===== config.mk =====
export PLATFORM = sky130hd
export DESIGN_NAME = calendar_clock
export DESIGN_NICKNAME = d
export VERILOG_FILES = /design/src/rtl/calclk_pkg.sv /design/src/rtl/calclk_seq.sv /design/src/rtl/calclk_time.sv /design/src/rtl/calendar_clock.sv
export SDC_FILE = /design/constraint.sdc
export NUM_CORES = 1
export LEC_CHECK = 0
export ABC_AREA = 1
export CORE_UTILIZATION = 45
export DETAILED_ROUTE_END_ITERATION = 10
export PLACE_DENSITY_LB_ADDON = 0.08
export SLEW_MARGIN = 0
export SYNTH_ARGS = -nofsm -noshare
export SYNTH_HDL_FRONTEND = slang
export SYNTH_SLANG_ARGS = --single-unit

===== constraint.sdc =====
create_clock -name clk -period 5.7 [get_ports clk]
set_input_delay 0.57 -clock clk [delete_from_list [all_inputs] [get_ports clk]]
set_output_delay 0.57 -clock clk [all_outputs]
set_load 0.005 [all_outputs]

===== src/rtl/calclk_pkg.sv =====
package calclk_pkg;

  // host register addresses
  localparam logic [3:0] ADR_SEC  = 4'd0;
  localparam logic [3:0] ADR_MIN  = 4'd1;
  localparam logic [3:0] ADR_HOUR = 4'd2;
  localparam logic [3:0] ADR_WDAY = 4'd3;
  localparam logic [3:0] ADR_MDAY = 4'd4;
  localparam logic [3:0] ADR_MON  = 4'd5;
  localparam logic [3:0] ADR_YEAR = 4'd6;
  localparam logic [3:0] ADR_CTLA = 4'd7;
  localparam logic [3:0] ADR_CTLB = 4'd8;

  // control B bit positions
  localparam int B_FRZ = 7;
  localparam int B_AIE = 5;
  localparam int B_UIE = 4;
  localparam int B_BIN = 2;
  localparam int B_H24 = 1;

  typedef enum logic {PH_IDLE, PH_WAIT} phase_t;

  // strobes from sequencer to datapath
  typedef struct packed {
    logic advance;
    logic copyOut;
  } stepCmd_t;

  typedef struct packed {
    logic [7:0] sec;
    logic [7:0] min;
    logic [7:0] hour;
    logic [7:0] wday;
    logic [7:0] mday;
    logic [7:0] mon;
    logic [7:0] year;
  } calTime_t;

  function automatic logic [7:0] fromDisp(input logic [7:0] v, input logic bin);
    logic [7:0] dec;
    dec = 8'(v[7:4]) * 8'd10 + 8'(v[3:0]);
    return bin ? v : dec;
  endfunction

  function automatic logic [7:0] toDisp(input logic [7:0] v, input logic bin);
    logic [7:0] tens;
    logic [7:0] units;
    tens  = v / 8'd10;
    units = v % 8'd10;
    return bin ? v : {tens[3:0], units[3:0]};
  endfunction

  // yr counts from 1900
  function automatic logic isLeap(input logic [7:0] yr);
    logic [11:0] full;
    full = 12'(yr) + 12'd1900;
    return (full % 12'd4 == 12'd0) &&
           ((full % 12'd100 != 12'd0) || (full % 12'd400 == 12'd0));
  endfunction

  // mon is zero based; out-of-range months count 31 days
  function automatic logic [7:0] daysIn(input logic [7:0] mon, input logic [7:0] yr);
    case (mon)
      8'd1:                      return isLeap(yr) ? 8'd29 : 8'd28;
      8'd3, 8'd5, 8'd8, 8'd10:   return 8'd30;
      default:                   return 8'd31;
    endcase
  endfunction

endpackage


===== src/rtl/calclk_seq.sv =====
module calclk_seq
  import calclk_pkg::*;
#(
  parameter int TICKS_PER_SEC = 32768,
  parameter int COPY_TICKS    = 8
) (
  input  logic     clk,
  input  logic     rstN,
  input  logic     tick32k,
  input  logic     oscRun,
  input  logic     freeze,
  input  logic     uie,
  input  logic     aie,
  input  logic     clrUip,
  output stepCmd_t cmd,
  output logic     uip,
  output logic     updEnd,
  output logic     alarmChk
);

  localparam int DIV_W = (TICKS_PER_SEC > 1) ? $clog2(TICKS_PER_SEC) : 1;
  localparam int CNT_W = (COPY_TICKS > 1) ? $clog2(COPY_TICKS) : 1;
  localparam logic [DIV_W-1:0] DIV_LAST  = DIV_W'(TICKS_PER_SEC - 1);
  localparam logic [CNT_W-1:0] COPY_LAST = CNT_W'(COPY_TICKS - 1);

  logic [DIV_W-1:0] divCnt;
  logic [CNT_W-1:0] waitCnt;
  phase_t           phase;
  logic             secTick;
  logic             lastCopy;

  assign secTick  = tick32k && (divCnt == DIV_LAST);
  assign lastCopy = (phase == PH_WAIT) && tick32k && (waitCnt == COPY_LAST);

  assign cmd.advance = secTick && oscRun && (phase == PH_IDLE);
  assign cmd.copyOut = lastCopy && !freeze;

  always_ff @(posedge clk) begin
    if (!rstN) begin
      divCnt   <= '0;
      waitCnt  <= '0;
      phase    <= PH_IDLE;
      uip      <= 1'b0;
      updEnd   <= 1'b0;
      alarmChk <= 1'b0;
    end else begin
      if (tick32k) divCnt <= secTick ? '0 : divCnt + 1'b1;

      if (cmd.advance) begin
        phase   <= PH_WAIT;
        waitCnt <= '0;
      end else if (lastCopy) begin
        phase <= PH_IDLE;
      end else if (phase == PH_WAIT && tick32k) begin
        waitCnt <= waitCnt + 1'b1;
      end

      if (clrUip || lastCopy) uip <= 1'b0;
      else if (cmd.advance)   uip <= !freeze;

      updEnd   <= lastCopy && uie;
      alarmChk <= lastCopy && aie;
    end
  end

endmodule


===== src/rtl/calclk_time.sv =====
module calclk_time
  import calclk_pkg::*;
#(
  parameter int ADDR_W = 4,
  parameter int DATA_W = 8
) (
  input  logic              clk,
  input  logic              rstN,
  input  logic              wrEn,
  input  logic [ADDR_W-1:0] wrAddr,
  input  logic [DATA_W-1:0] wrData,
  input  stepCmd_t          cmd,
  output calTime_t          dispRegs,
  output logic [6:0]        ctlALow,
  output logic [7:0]        ctlB,
  output logic              clrUip
);

  calTime_t   tNow;
  calTime_t   tNext;
  calTime_t   tLoad;
  calTime_t   view;
  calTime_t   enc;
  logic       binMode;
  logic       h24;
  logic       loadEn;
  logic [7:0] dim;
  logic [7:0] mdayInc;
  logic [7:0] hourLow;

  assign binMode = ctlB[B_BIN];
  assign h24     = ctlB[B_H24];
  assign clrUip  = wrEn && (wrAddr == ADR_CTLB) && wrData[B_FRZ];
  assign loadEn  = wrEn && (((wrAddr <= ADR_YEAR) && !ctlB[B_FRZ]) ||
                            ((wrAddr == ADR_CTLB) && !wrData[B_FRZ] && ctlB[B_FRZ]));

  // registers as they look with the current write merged in
  always_comb begin
    view = dispRegs;
    if (wrEn) begin
      case (wrAddr)
        ADR_SEC:  view.sec  = wrData;
        ADR_MIN:  view.min  = wrData;
        ADR_HOUR: view.hour = wrData;
        ADR_WDAY: view.wday = wrData;
        ADR_MDAY: view.mday = wrData;
        ADR_MON:  view.mon  = wrData;
        ADR_YEAR: view.year = wrData;
        default: ;
      endcase
    end
  end

  // decode display bytes into internal binary time
  always_comb begin
    hourLow    = fromDisp({1'b0, view.hour[6:0]}, binMode);
    tLoad.sec  = fromDisp(view.sec, binMode);
    tLoad.min  = fromDisp(view.min, binMode);
    tLoad.hour = h24 ? fromDisp(view.hour, binMode)
                     : hourLow + (view.hour[7] ? 8'd12 : 8'd0);
    tLoad.wday = fromDisp(view.wday, binMode);
    tLoad.mday = fromDisp(view.mday, binMode);
    tLoad.mon  = fromDisp(view.mon, binMode) - 8'd1;
    tLoad.year = fromDisp(view.year, binMode) + 8'd100;
  end

  // one-second advance with the full carry chain
  always_comb begin
    tNext   = tNow;
    dim     = daysIn(tNow.mon, tNow.year);
    mdayInc = tNow.mday + 8'd1;
    tNext.sec = tNow.sec + 8'd1;
    if (tNext.sec >= 8'd60) begin
      tNext.sec = 8'd0;
      tNext.min = tNow.min + 8'd1;
      if (tNext.min >= 8'd60) begin
        tNext.min  = 8'd0;
        tNext.hour = tNow.hour + 8'd1;
        if (tNext.hour >= 8'd24) begin
          tNext.hour = 8'd0;
          tNext.wday = tNow.wday + 8'd1;
          if (tNext.wday >= 8'd7) tNext.wday = 8'd0;
          tNext.mday = mdayInc;
          if (mdayInc == 8'd0) begin
            tNext.mday = 8'd1;
          end else if (mdayInc > dim) begin
            tNext.mday = 8'd1;
            tNext.mon  = tNow.mon + 8'd1;
            if (tNext.mon >= 8'd12) begin
              tNext.mon  = 8'd0;
              tNext.year = tNow.year + 8'd1;
            end
          end
        end
      end
    end
  end

  // encode internal time for the display registers
  always_comb begin
    enc.sec  = toDisp(tNow.sec, binMode);
    enc.min  = toDisp(tNow.min, binMode);
    enc.hour = h24 ? toDisp(tNow.hour, binMode)
                   : (toDisp(tNow.hour % 8'd12, binMode) |
                      ((tNow.hour >= 8'd12) ? 8'h80 : 8'h00));
    enc.wday = toDisp(tNow.wday, binMode);
    enc.mday = toDisp(tNow.mday, binMode);
    enc.mon  = toDisp(tNow.mon + 8'd1, binMode);
    enc.year = toDisp(tNow.year % 8'd100, binMode);
  end

  always_ff @(posedge clk) begin
    if (!rstN) begin
      tNow     <= '{sec: 8'd0, min: 8'd0, hour: 8'd0, wday: 8'd0,
                    mday: 8'd1, mon: 8'd0, year: 8'd100};
      dispRegs <= '{sec: 8'h00, min: 8'h00, hour: 8'h00, wday: 8'h00,
                    mday: 8'h01, mon: 8'h01, year: 8'h00};
      ctlALow  <= 7'h26;
      ctlB     <= 8'h02;
    end else begin
      if (loadEn)           tNow <= tLoad;
      else if (cmd.advance) tNow <= tNext;

      if (cmd.copyOut) dispRegs <= enc;

      if (wrEn) begin
        case (wrAddr)
          ADR_SEC:  dispRegs.sec  <= wrData;
          ADR_MIN:  dispRegs.min  <= wrData;
          ADR_HOUR: dispRegs.hour <= wrData;
          ADR_WDAY: dispRegs.wday <= wrData;
          ADR_MDAY: dispRegs.mday <= wrData;
          ADR_MON:  dispRegs.mon  <= wrData;
          ADR_YEAR: dispRegs.year <= wrData;
          ADR_CTLA: ctlALow       <= wrData[6:0];
          ADR_CTLB: ctlB          <= wrData;
          default: ;
        endcase
      end
    end
  end

endmodule


===== src/rtl/calendar_clock.sv =====
module calendar_clock
  import calclk_pkg::*;
#(
  parameter int TICKS_PER_SEC = 32768,
  parameter int COPY_TICKS    = 8
) (
  input  logic       clk,
  input  logic       rstN,
  input  logic       tick32k,
  input  logic       wrEn,
  input  logic [3:0] wrAddr,
  input  logic [7:0] wrData,
  output logic [7:0] secReg,
  output logic [7:0] minReg,
  output logic [7:0] hourReg,
  output logic [7:0] wdayReg,
  output logic [7:0] mdayReg,
  output logic [7:0] monReg,
  output logic [7:0] yearReg,
  output logic [7:0] ctlA,
  output logic [7:0] ctlB,
  output logic       updEnd,
  output logic       alarmChk
);

  stepCmd_t   cmd;
  calTime_t   dispRegs;
  logic [6:0] ctlALow;
  logic       clrUip;
  logic       uip;

  calclk_seq #(
    .TICKS_PER_SEC(TICKS_PER_SEC),
    .COPY_TICKS   (COPY_TICKS)
  ) u_seq (
    .clk     (clk),
    .rstN    (rstN),
    .tick32k (tick32k),
    .oscRun  (ctlALow[6:4] == 3'b010),
    .freeze  (ctlB[B_FRZ]),
    .uie     (ctlB[B_UIE]),
    .aie     (ctlB[B_AIE]),
    .clrUip  (clrUip),
    .cmd     (cmd),
    .uip     (uip),
    .updEnd  (updEnd),
    .alarmChk(alarmChk)
  );

  calclk_time #(
    .ADDR_W(4),
    .DATA_W(8)
  ) u_time (
    .clk     (clk),
    .rstN    (rstN),
    .wrEn    (wrEn),
    .wrAddr  (wrAddr),
    .wrData  (wrData),
    .cmd     (cmd),
    .dispRegs(dispRegs),
    .ctlALow (ctlALow),
    .ctlB    (ctlB),
    .clrUip  (clrUip)
  );

  assign secReg  = dispRegs.sec;
  assign minReg  = dispRegs.min;
  assign hourReg = dispRegs.hour;
  assign wdayReg = dispRegs.wday;
  assign mdayReg = dispRegs.mday;
  assign monReg  = dispRegs.mon;
  assign yearReg = dispRegs.year;
  assign ctlA    = {uip, ctlALow};

endmodule


==> flow_metrics.py, run 1 <==
metrics = {
    "place": {
        "finalWeightedCongestion": 0.940,
        "portBuffers": 89,
        "dpl.cell_count": 2727,
        "hpwlAfterDp_mm": 33.6,
    },
    "power": {
        "p_leak_uw": 0.00715,
        "powerDensity_nw_per_um2": 179,
        "peakVddDrop_v": 0.000204,
    },
    "global_routing": {
        "gr-total-overflow": 0,
        "grt_max_degree": 71,
        "grt_antenna_before_repair": 1,
        "grt_pass1_vias": 14000,
        "gr-usage-all-layers_pct": 27.6,
        "grt_pass1_wl_mm": 72.0,
    },
    "synthesis": {
        "synth_top_flop_cell": "dfxtp_1",
        "yosys_warnings": 0,
        "synthesis.nets": 2423,
        "async_flop_share_pct": 0,
        "synth_largest_area_cell": "dfxtp_1",
        "synth_area_um2": 14300,
        "synthDominantCellAreaShare_pct": 20.8,
        "yosys-top-cells-area": "dfxtp_1, nand2_1, inv_1, ha_1, o21ai_0",
        "synth_edf_count": 0,
        "syn_inst": 2296,
        "syn_avg_cell_area_um2": 6.25,
        "synth_cell_types": 69,
        "yosysSeqAreaShare_pct": 20.8,
        "synth.ff_latch_count": 149,
    },
    "cells_and_area": {
        "drive_gt1_share_pct": 7.79,
        "fin_nets": 2477,
        "areaGrowthSynthToFinish_pct": 13.0,
        "final_cells": 2758,
        "n_antenna_cell": 0,
    },
    "clock_tree": {
        "clkLatencyLatePin_ns": 0.44,
        "cts_made_buffers": 17,
        "cts.clk_slew.worst_paths_ns": 0.07,
        "h-tree-depth": 4,
        "cts.sinks": 149,
        "clockRootBuffer": "clkbuf_16",
        "cts_tree": "yes",
        "cts_buffer_depth": 2,
    },
    "route": {
        "vias": 14900,
        "drt-total-wl_mm": 44.8,
        "drtIter0Drc": 935,
        "ant_nets": 0,
        "drc": 0,
        "wl_per_cell_um": 16.3,
        "drt-pass1-iter-count": 5,
        "viasPerCell": 5.41,
    },
    "sta": {
        "max_freq_mhz": 194,
        "slew_viol_final": 0,
        "finalSetupViolations": 0,
        "hold_viol": 0,
        "period_share_pct": 90.5,
        "skew_ns": 0.0121,
        "timing.hold.ws_ns": 0.456,
        "finalCriticalPeriod_ns": 5.16,
        "tightestPinTransition_ns": 1.07,
        "rsz0062_at_grt": "no",
        "setup_tns_ns": 0,
        "slew_headroom_pct": 28.7,
    },
    "worst_setup_path": {
        "cp_num_buf_inv": 4,
        "arrival_ns": 5.47,
        "crit_family": "simple AND/OR/NAND/NOR gates",
        "r2r_setup_slack_ns": 0.54,
        "worstSetupPathType": "reg -> reg",
        "worstPathRequired_ns": 6.01,
        "critical_path_depth": 34,
        "crit_top_cell": "nand2_1",
        "path_max_fanout": 12,
        "cp-start-kind": "flop",
        "r2r_cells": 34,
        "worstSetupEndpointType": "flop",
        "crit_end": "u_time.tNow[11]$_SDFFE_PN0P_",
        "r2r-start": "u_time.tNow[2]$_SDFFE_PN1P_",
        "cp-startpoint": "u_time.tNow[2]$_SDFFE_PN1P_",
        "crit_slowest_cell": "or3b_2",
        "cpPeakStageDelay_ns": 0.49,
        "timing.rr.end": "u_time.tNow[11]$_SDFFE_PN0P_",
    },
    "hold_path": {
        "holdPathStages": 2,
        "hp-class": "reg -> reg",
    },
    "outcome": {
        "status": "finished, final reports clean",
    },
    "floorplanning": {
        "core_um2": 31000,
        "die_width_um": 181,
        "die_h_um": 181,
        "io_pins": 90,
        "dieArea_um2": 32600,
        "num_rows": 64,
        "floorplan.initialDensity_pct": 46.3,
    },
    "flow_run": {
        "cap_viol_max_count": 0,
    },
}
-- per-layer routing --
layer | vias to the layer above | global-route usage [%] | share of wire [%] | wire, um
met5 | - | 0 | 0 | 0
met4 | 0 | 9.64 | 2.6 | 1140
met3 | 55 | 3.88 | 6.1 | 2720
met2 | 451 | 47.6 | 48 | 21300
met1 | 6782 | 34.9 | 44 | 19700
li1 | 7619 | - | - | -
-- stage by stage --
stage                     total power [uW]  utilization (%)  worst slack (ns)  area [um^2]
after floorplan                       1610                -             0.872        14300
after global placement                1770             50.3             0.469        15600
after detailed placement              1780             50.3             0.328        15600
after CTS                             2910             52.2             0.285        16200
after global routing                  3040             52.3            0.0435        16200
final                                 2890             52.3             0.541        16200
-- cells by family after synthesis --
family                   count (synthesis)  share of synthesized area (%)
XOR/XNOR                                96                           5.97
adder cells (fa/ha/maj)                111                           10.5
multiplexers                             1                         0.0698
AO/OA/AOI/OAI                          526                           20.6
flip-flops                             149                           20.8
AND/OR/NAND/NOR                        978                           30.3
buffers and inverters                  435                           11.8
-- area by class of cell --
class | instances | area (um^2)
flip-flops and latches | 149 | 2990
inverters | 348 | 1310
clock buffers | 20 | 467
repair buffers | 122 | 1130
clock inverters | 11 | 101
multi-input cells | 1712 | 9700
fillers | 3154 | 14800
well taps | 396 | 495
-- cell usage after synthesis, types with 11 or more instances --
cell        n
a21oi_1   190
a31oi_1    26
buf_2      13
clkbuf_1   61
dfxtp_1   149
fa_1       15
ha_1       96
inv_1     323
inv_2      16
nand2_1   506
nand2_2    39
nand3_1   138
nand4_1    20
nor2_1    176
nor3_1     32
o211ai_1   20
o21ai_0   198
o21ai_1    18
or2_2      11
xnor2_1    33
xor2_1     61
-- placed cells by master, fill, tap and decap left out, types with 8 or more instances in the layout --
master / n
a21oi_1: 190
xor2_1: 61
nand2_1: 505
a31oi_1: 26
nor2_1: 175
dfxtp_1: 148
o21ai_1: 17
clkdlybuf4s50_1: 88
buf_4: 33
ha_1: 96
o22ai_1: 10
nand3_1: 136
inv_2: 17
o21ai_0: 198
nand2_2: 39
or2_2: 11
nor2_2: 8
xnor2_1: 33
clkbuf_16: 17
o211ai_1: 20
nor3_1: 31
o21ai_2: 9
and2_1: 10
fa_1: 15
inv_1: 322
nand4_1: 20
-- power breakdown --
part / internal [uW] / switching [uW]
logic: 235 / 443
clock network: 634 / 496
registers: 1060 / 26.1
total: 1930 / 965
-- worst min-delay path, stage by stage, from the launching register on --
cell     delay (ns)
dfxtp_1        0.32
nand2_1        0.06
nor2_1         0.04
-- how the worst min path moves through the flow --
stage,from,endpoint,slack (ns)
2_1_floorplan,u_seq.uip$_SDFFE_PP0P_,u_seq.uip$_SDFFE_PP0P_,0.42
3_3_place_gp,u_time.ctlB[5]$_SDFFE_PN0P_,u_seq.alarmChk$_SDFF_PN0_,0.44
3_5_place_dp,u_seq.divCnt[7]$_SDFFE_PN0P_,u_seq.divCnt[7]$_SDFFE_PN0P_,0.45
4_1_cts,u_seq.divCnt[7]$_SDFFE_PN0P_,u_seq.divCnt[7]$_SDFFE_PN0P_,0.46
5_1_grt,u_time.ctlB[5]$_SDFFE_PN0P_,u_seq.alarmChk$_SDFF_PN0_,0.49
6_report,u_time.ctlB[5]$_SDFFE_PN0P_,u_seq.alarmChk$_SDFF_PN0_,0.46
-- registers in the layout (all words and copies together) (netlist names) --
register	count
u_seq.uip	1
u_time.tNow	56
u_time.dispRegs	56
u_seq.waitCnt	3
u_time.ctlB	8
u_seq.phase	1
u_time.ctlALow	7
u_seq.divCnt	15
u_seq.alarmChk	1
u_seq.updEnd	1
-- what timing repair did --
item,4_1_cts,5_1_grt
setup buffers,0,0
setup endpoints to repair,0,15
resized for setup,0,9
hold buffers,0,0
Note: power is estimated with default switching activity, not from simulation.
==> run 2, diff against run 1 <==
--- a/config.mk
+++ b/config.mk
@@ -6,7 +6,7 @@
 export NUM_CORES = 1
 export LEC_CHECK = 0
 export ABC_AREA = 1
-export CORE_UTILIZATION = 45
+export CORE_UTILIZATION = 26
 export DETAILED_ROUTE_END_ITERATION = 10
 export PLACE_DENSITY_LB_ADDON = 0.08
 export SLEW_MARGIN = 0
==> run 2 against run 1 <==
  * Power grew 2.7%
  * Critical endpoint unchanged
  * Largest power group unchanged
  * Maximum frequency up 1.6%
  * Core utilization down 21 points
  * Critical path depth is 1 lower
  * Sequential power about the same
  * Routed wire length increased by 20%
  * Non-clock buffer count increased by 12
  * Cell area up 3.0%
  * Critical path type unchanged
  * Worst setup slack better by 0.081 ns
==> flow_metrics.py, run 2 (same netlist as run 1, synthesis figures left out) <==
metrics = {
    "clock_tree": {
        "cts_buffer_depth": 2,
        "cts_tree": "yes",
        "clkLatencyLatePin_ns": 0.49,
        "cts.clk_slew.worst_paths_ns": 0.08,
        "cts_made_buffers": 17,
        "h-tree-depth": 4,
        "cts.sinks": 149,
        "clockRootBuffer": "clkbuf_16",
    },
    "power": {
        "combinationalPowerShare_pct": 23.6,
        "p_switching_uw": 1060,
        "internal_power_uw": 1910,
        "pwr-share-clk_pct": 39.8,
        "powerDensity_nw_per_um2": 178,
        "seq_power_share_pct": 36.5,
        "p_sw_share_pct": 35.7,
        "p_leak_uw": 0.00723,
        "peakVddDrop_v": 0.000234,
    },
    "floorplanning": {
        "io_pins": 90,
        "floorplan.initialDensity_pct": 26.5,
        "num_rows": 85,
        "die_h_um": 237,
        "dieArea_um2": 56100,
        "core_um2": 54100,
        "die_width_um": 237,
    },
    "place": {
        "dpl.cell_count": 3037,
        "portBuffers": 89,
        "hpwlAfterDp_mm": 41.2,
        "finalWeightedCongestion": 0.862,
    },
    "sta": {
        "rsz0062_at_grt": "no",
        "hold_viol": 0,
        "period_share_pct": 89.1,
        "finalCriticalPeriod_ns": 5.08,
        "setup_tns_ns": 0,
        "tightestPinTransition_ns": 0.855,
        "max_freq_mhz": 197,
        "skew_ns": 0.0154,
        "slew_viol_final": 0,
        "finalSetupViolations": 0,
        "slew_headroom_pct": 42.9,
    },
    "worst_setup_path": {
        "r2r_setup_slack_ns": 0.62,
        "r2r_cells": 33,
        "timing.rr.end": "u_time.tNow[11]$_SDFFE_PN0P_",
        "cpPeakStageDelay_ns": 0.49,
        "crit_slowest_cell": "or3b_2",
        "arrival_ns": 5.44,
        "worstSetupPathType": "reg -> reg",
        "crit_top_cell": "nand2_1",
        "path_max_fanout": 7,
        "r2r-start": "u_time.tNow[2]$_SDFFE_PN1P_",
        "worstSetupEndpointType": "flop",
        "cp-start-kind": "flop",
        "worstPathRequired_ns": 6.06,
    },
    "route": {
        "vias": 14800,
        "wl_per_cell_um": 17.5,
        "ant_nets": 0,
        "drc": 0,
        "drtIter0Drc": 907,
        "viasPerCell": 4.83,
        "drt-total-wl_mm": 53.8,
        "drt-pass1-iter-count": 5,
    },
    "hold_path": {
        "holdPathStages": 2,
        "min_from": "u_seq.uip$_SDFFE_PP0P_",
        "hp-class": "reg -> reg",
        "hold_path_end": "u_seq.uip$_SDFFE_PP0P_",
    },
    "cells_and_area": {
        "largestRegisters": "u_time.dispRegs x56, u_time.tNow x56, u_seq.divCnt x15",
        "drive_gt1_share_pct": 8.26,
        "final_cells": 3071,
        "fin_nets": 2489,
        "areaGrowthSynthToFinish_pct": 16.3,
        "final_cell_mix": "nand2_1, inv_1, o21ai_0",
        "layout_commonest_cell": "nand2_1",
    },
    "global_routing": {
        "grt_pass1_vias": 14400,
        "grt_pass1_wl_mm": 83.8,
        "gr-total-overflow": 0,
        "grt_max_degree": 59,
        "gr-usage-all-layers_pct": 19.5,
        "grt_antenna_before_repair": 1,
    },
    "flow_run": {
        "cap_viol_max_count": 0,
    },
    "outcome": {
        "status": "finished, final reports clean",
    },
}
run 2: cell count changes in the layout (fill, tap and decap cells not counted), sizes merged:
cell	change
clkbuf	-3
clkinv	+2
clkinvlp	-4
buf	+12
inv	+5
diode	+1
run 2: power by group through the flow:
stage | clock [uW] | combinational, uW | sequential [uW]
after global placement | 0 | 700 | 1110
after detailed placement | 0 | 701 | 1110
after global routing | 1260 | 797 | 1090
after floorplan | 0 | 519 | 1100
after CTS | 1230 | 705 | 1080
final | 1180 | 702 | 1090
run 2: critical path: cells and delay by family (launching register included):
family / cells / cell delay (ns)
and+or+nand+nor: 24 / 2.69
AOI/OAI and AO/OA: 4 / 1.07
adders and majority gates: 2 / 0.48
DFF: 1 / 0.38
buffers and inverters: 3 / 0.30
run 2: through the flow:
| step | util (%) | hold slack, ns | area (um^2) | setup WS (ns) | power [uW] |
|---|---|---|---|---|---|
| 4_1_cts | 30.7 | 0.461 | 16600 | 0.240 | 3020 |
| 5_1_grt | 30.8 | 0.473 | 16700 | 0.0164 | 3140 |
| 3_3_place_gp | 29.7 | 0.446 | 16100 | 0.447 | 1810 |
| 3_5_place_dp | 29.7 | 0.450 | 16100 | 0.265 | 1810 |
| 6_report | 30.8 | 0.450 | 16700 | 0.622 | 2970 |
| 2_1_floorplan | - | 0.422 | 14300 | 0.872 | 1610 |
run 2: layout make-up:
type / instances / area [um^2]
Timing Repair Buffer: 134 / 1240
Antenna cell: 1 / 2.50
Fill cell: 6006 / 37400
Inverter: 348 / 1310
Clock inverter: 14 / 144
Clock buffer: 17 / 425
Sequential cell: 149 / 2990
Tap cell: 696 / 871
Multi-Input combinational cell: 1712 / 9700
run 2: worst max path at each step:
stage	to	slack, ns	from	depth (start not counted)
after floorplan	u_time.tNow[11]$_SDFFE_PN0P_	0.87	u_time.tNow[2]$_SDFFE_PN1P_	35
after global placement	u_time.tNow[11]$_SDFFE_PN0P_	0.45	u_time.tNow[2]$_SDFFE_PN1P_	33
after detailed placement	u_time.tNow[11]$_SDFFE_PN0P_	0.26	u_time.tNow[2]$_SDFFE_PN1P_	33
after CTS	u_time.tNow[11]$_SDFFE_PN0P_	0.24	u_time.tNow[2]$_SDFFE_PN1P_	33
after global routing	u_time.tNow[11]$_SDFFE_PN0P_	0.02	u_time.tNow[3]$_SDFFE_PN0P_	34
final	u_time.tNow[11]$_SDFFE_PN0P_	0.62	u_time.tNow[2]$_SDFFE_PN1P_	33
run 2: what timing repair did:
action	4_1_cts	5_1_grt
setup buffers	0	2
hold buffers	0	0
endpoints found under the setup margin	0	16
resized for setup	0	8
endpoints found under the hold margin	0	0
run 2: metal layers:
layer	routed length [um]	global-route usage [%]	vias to the layer above
met4	735	4.78	0
li1	-	-	7650
met1	26700	26.5	6921
met5	0	0	-
met2	24700	32.1	240
met3	1640	2.98	27
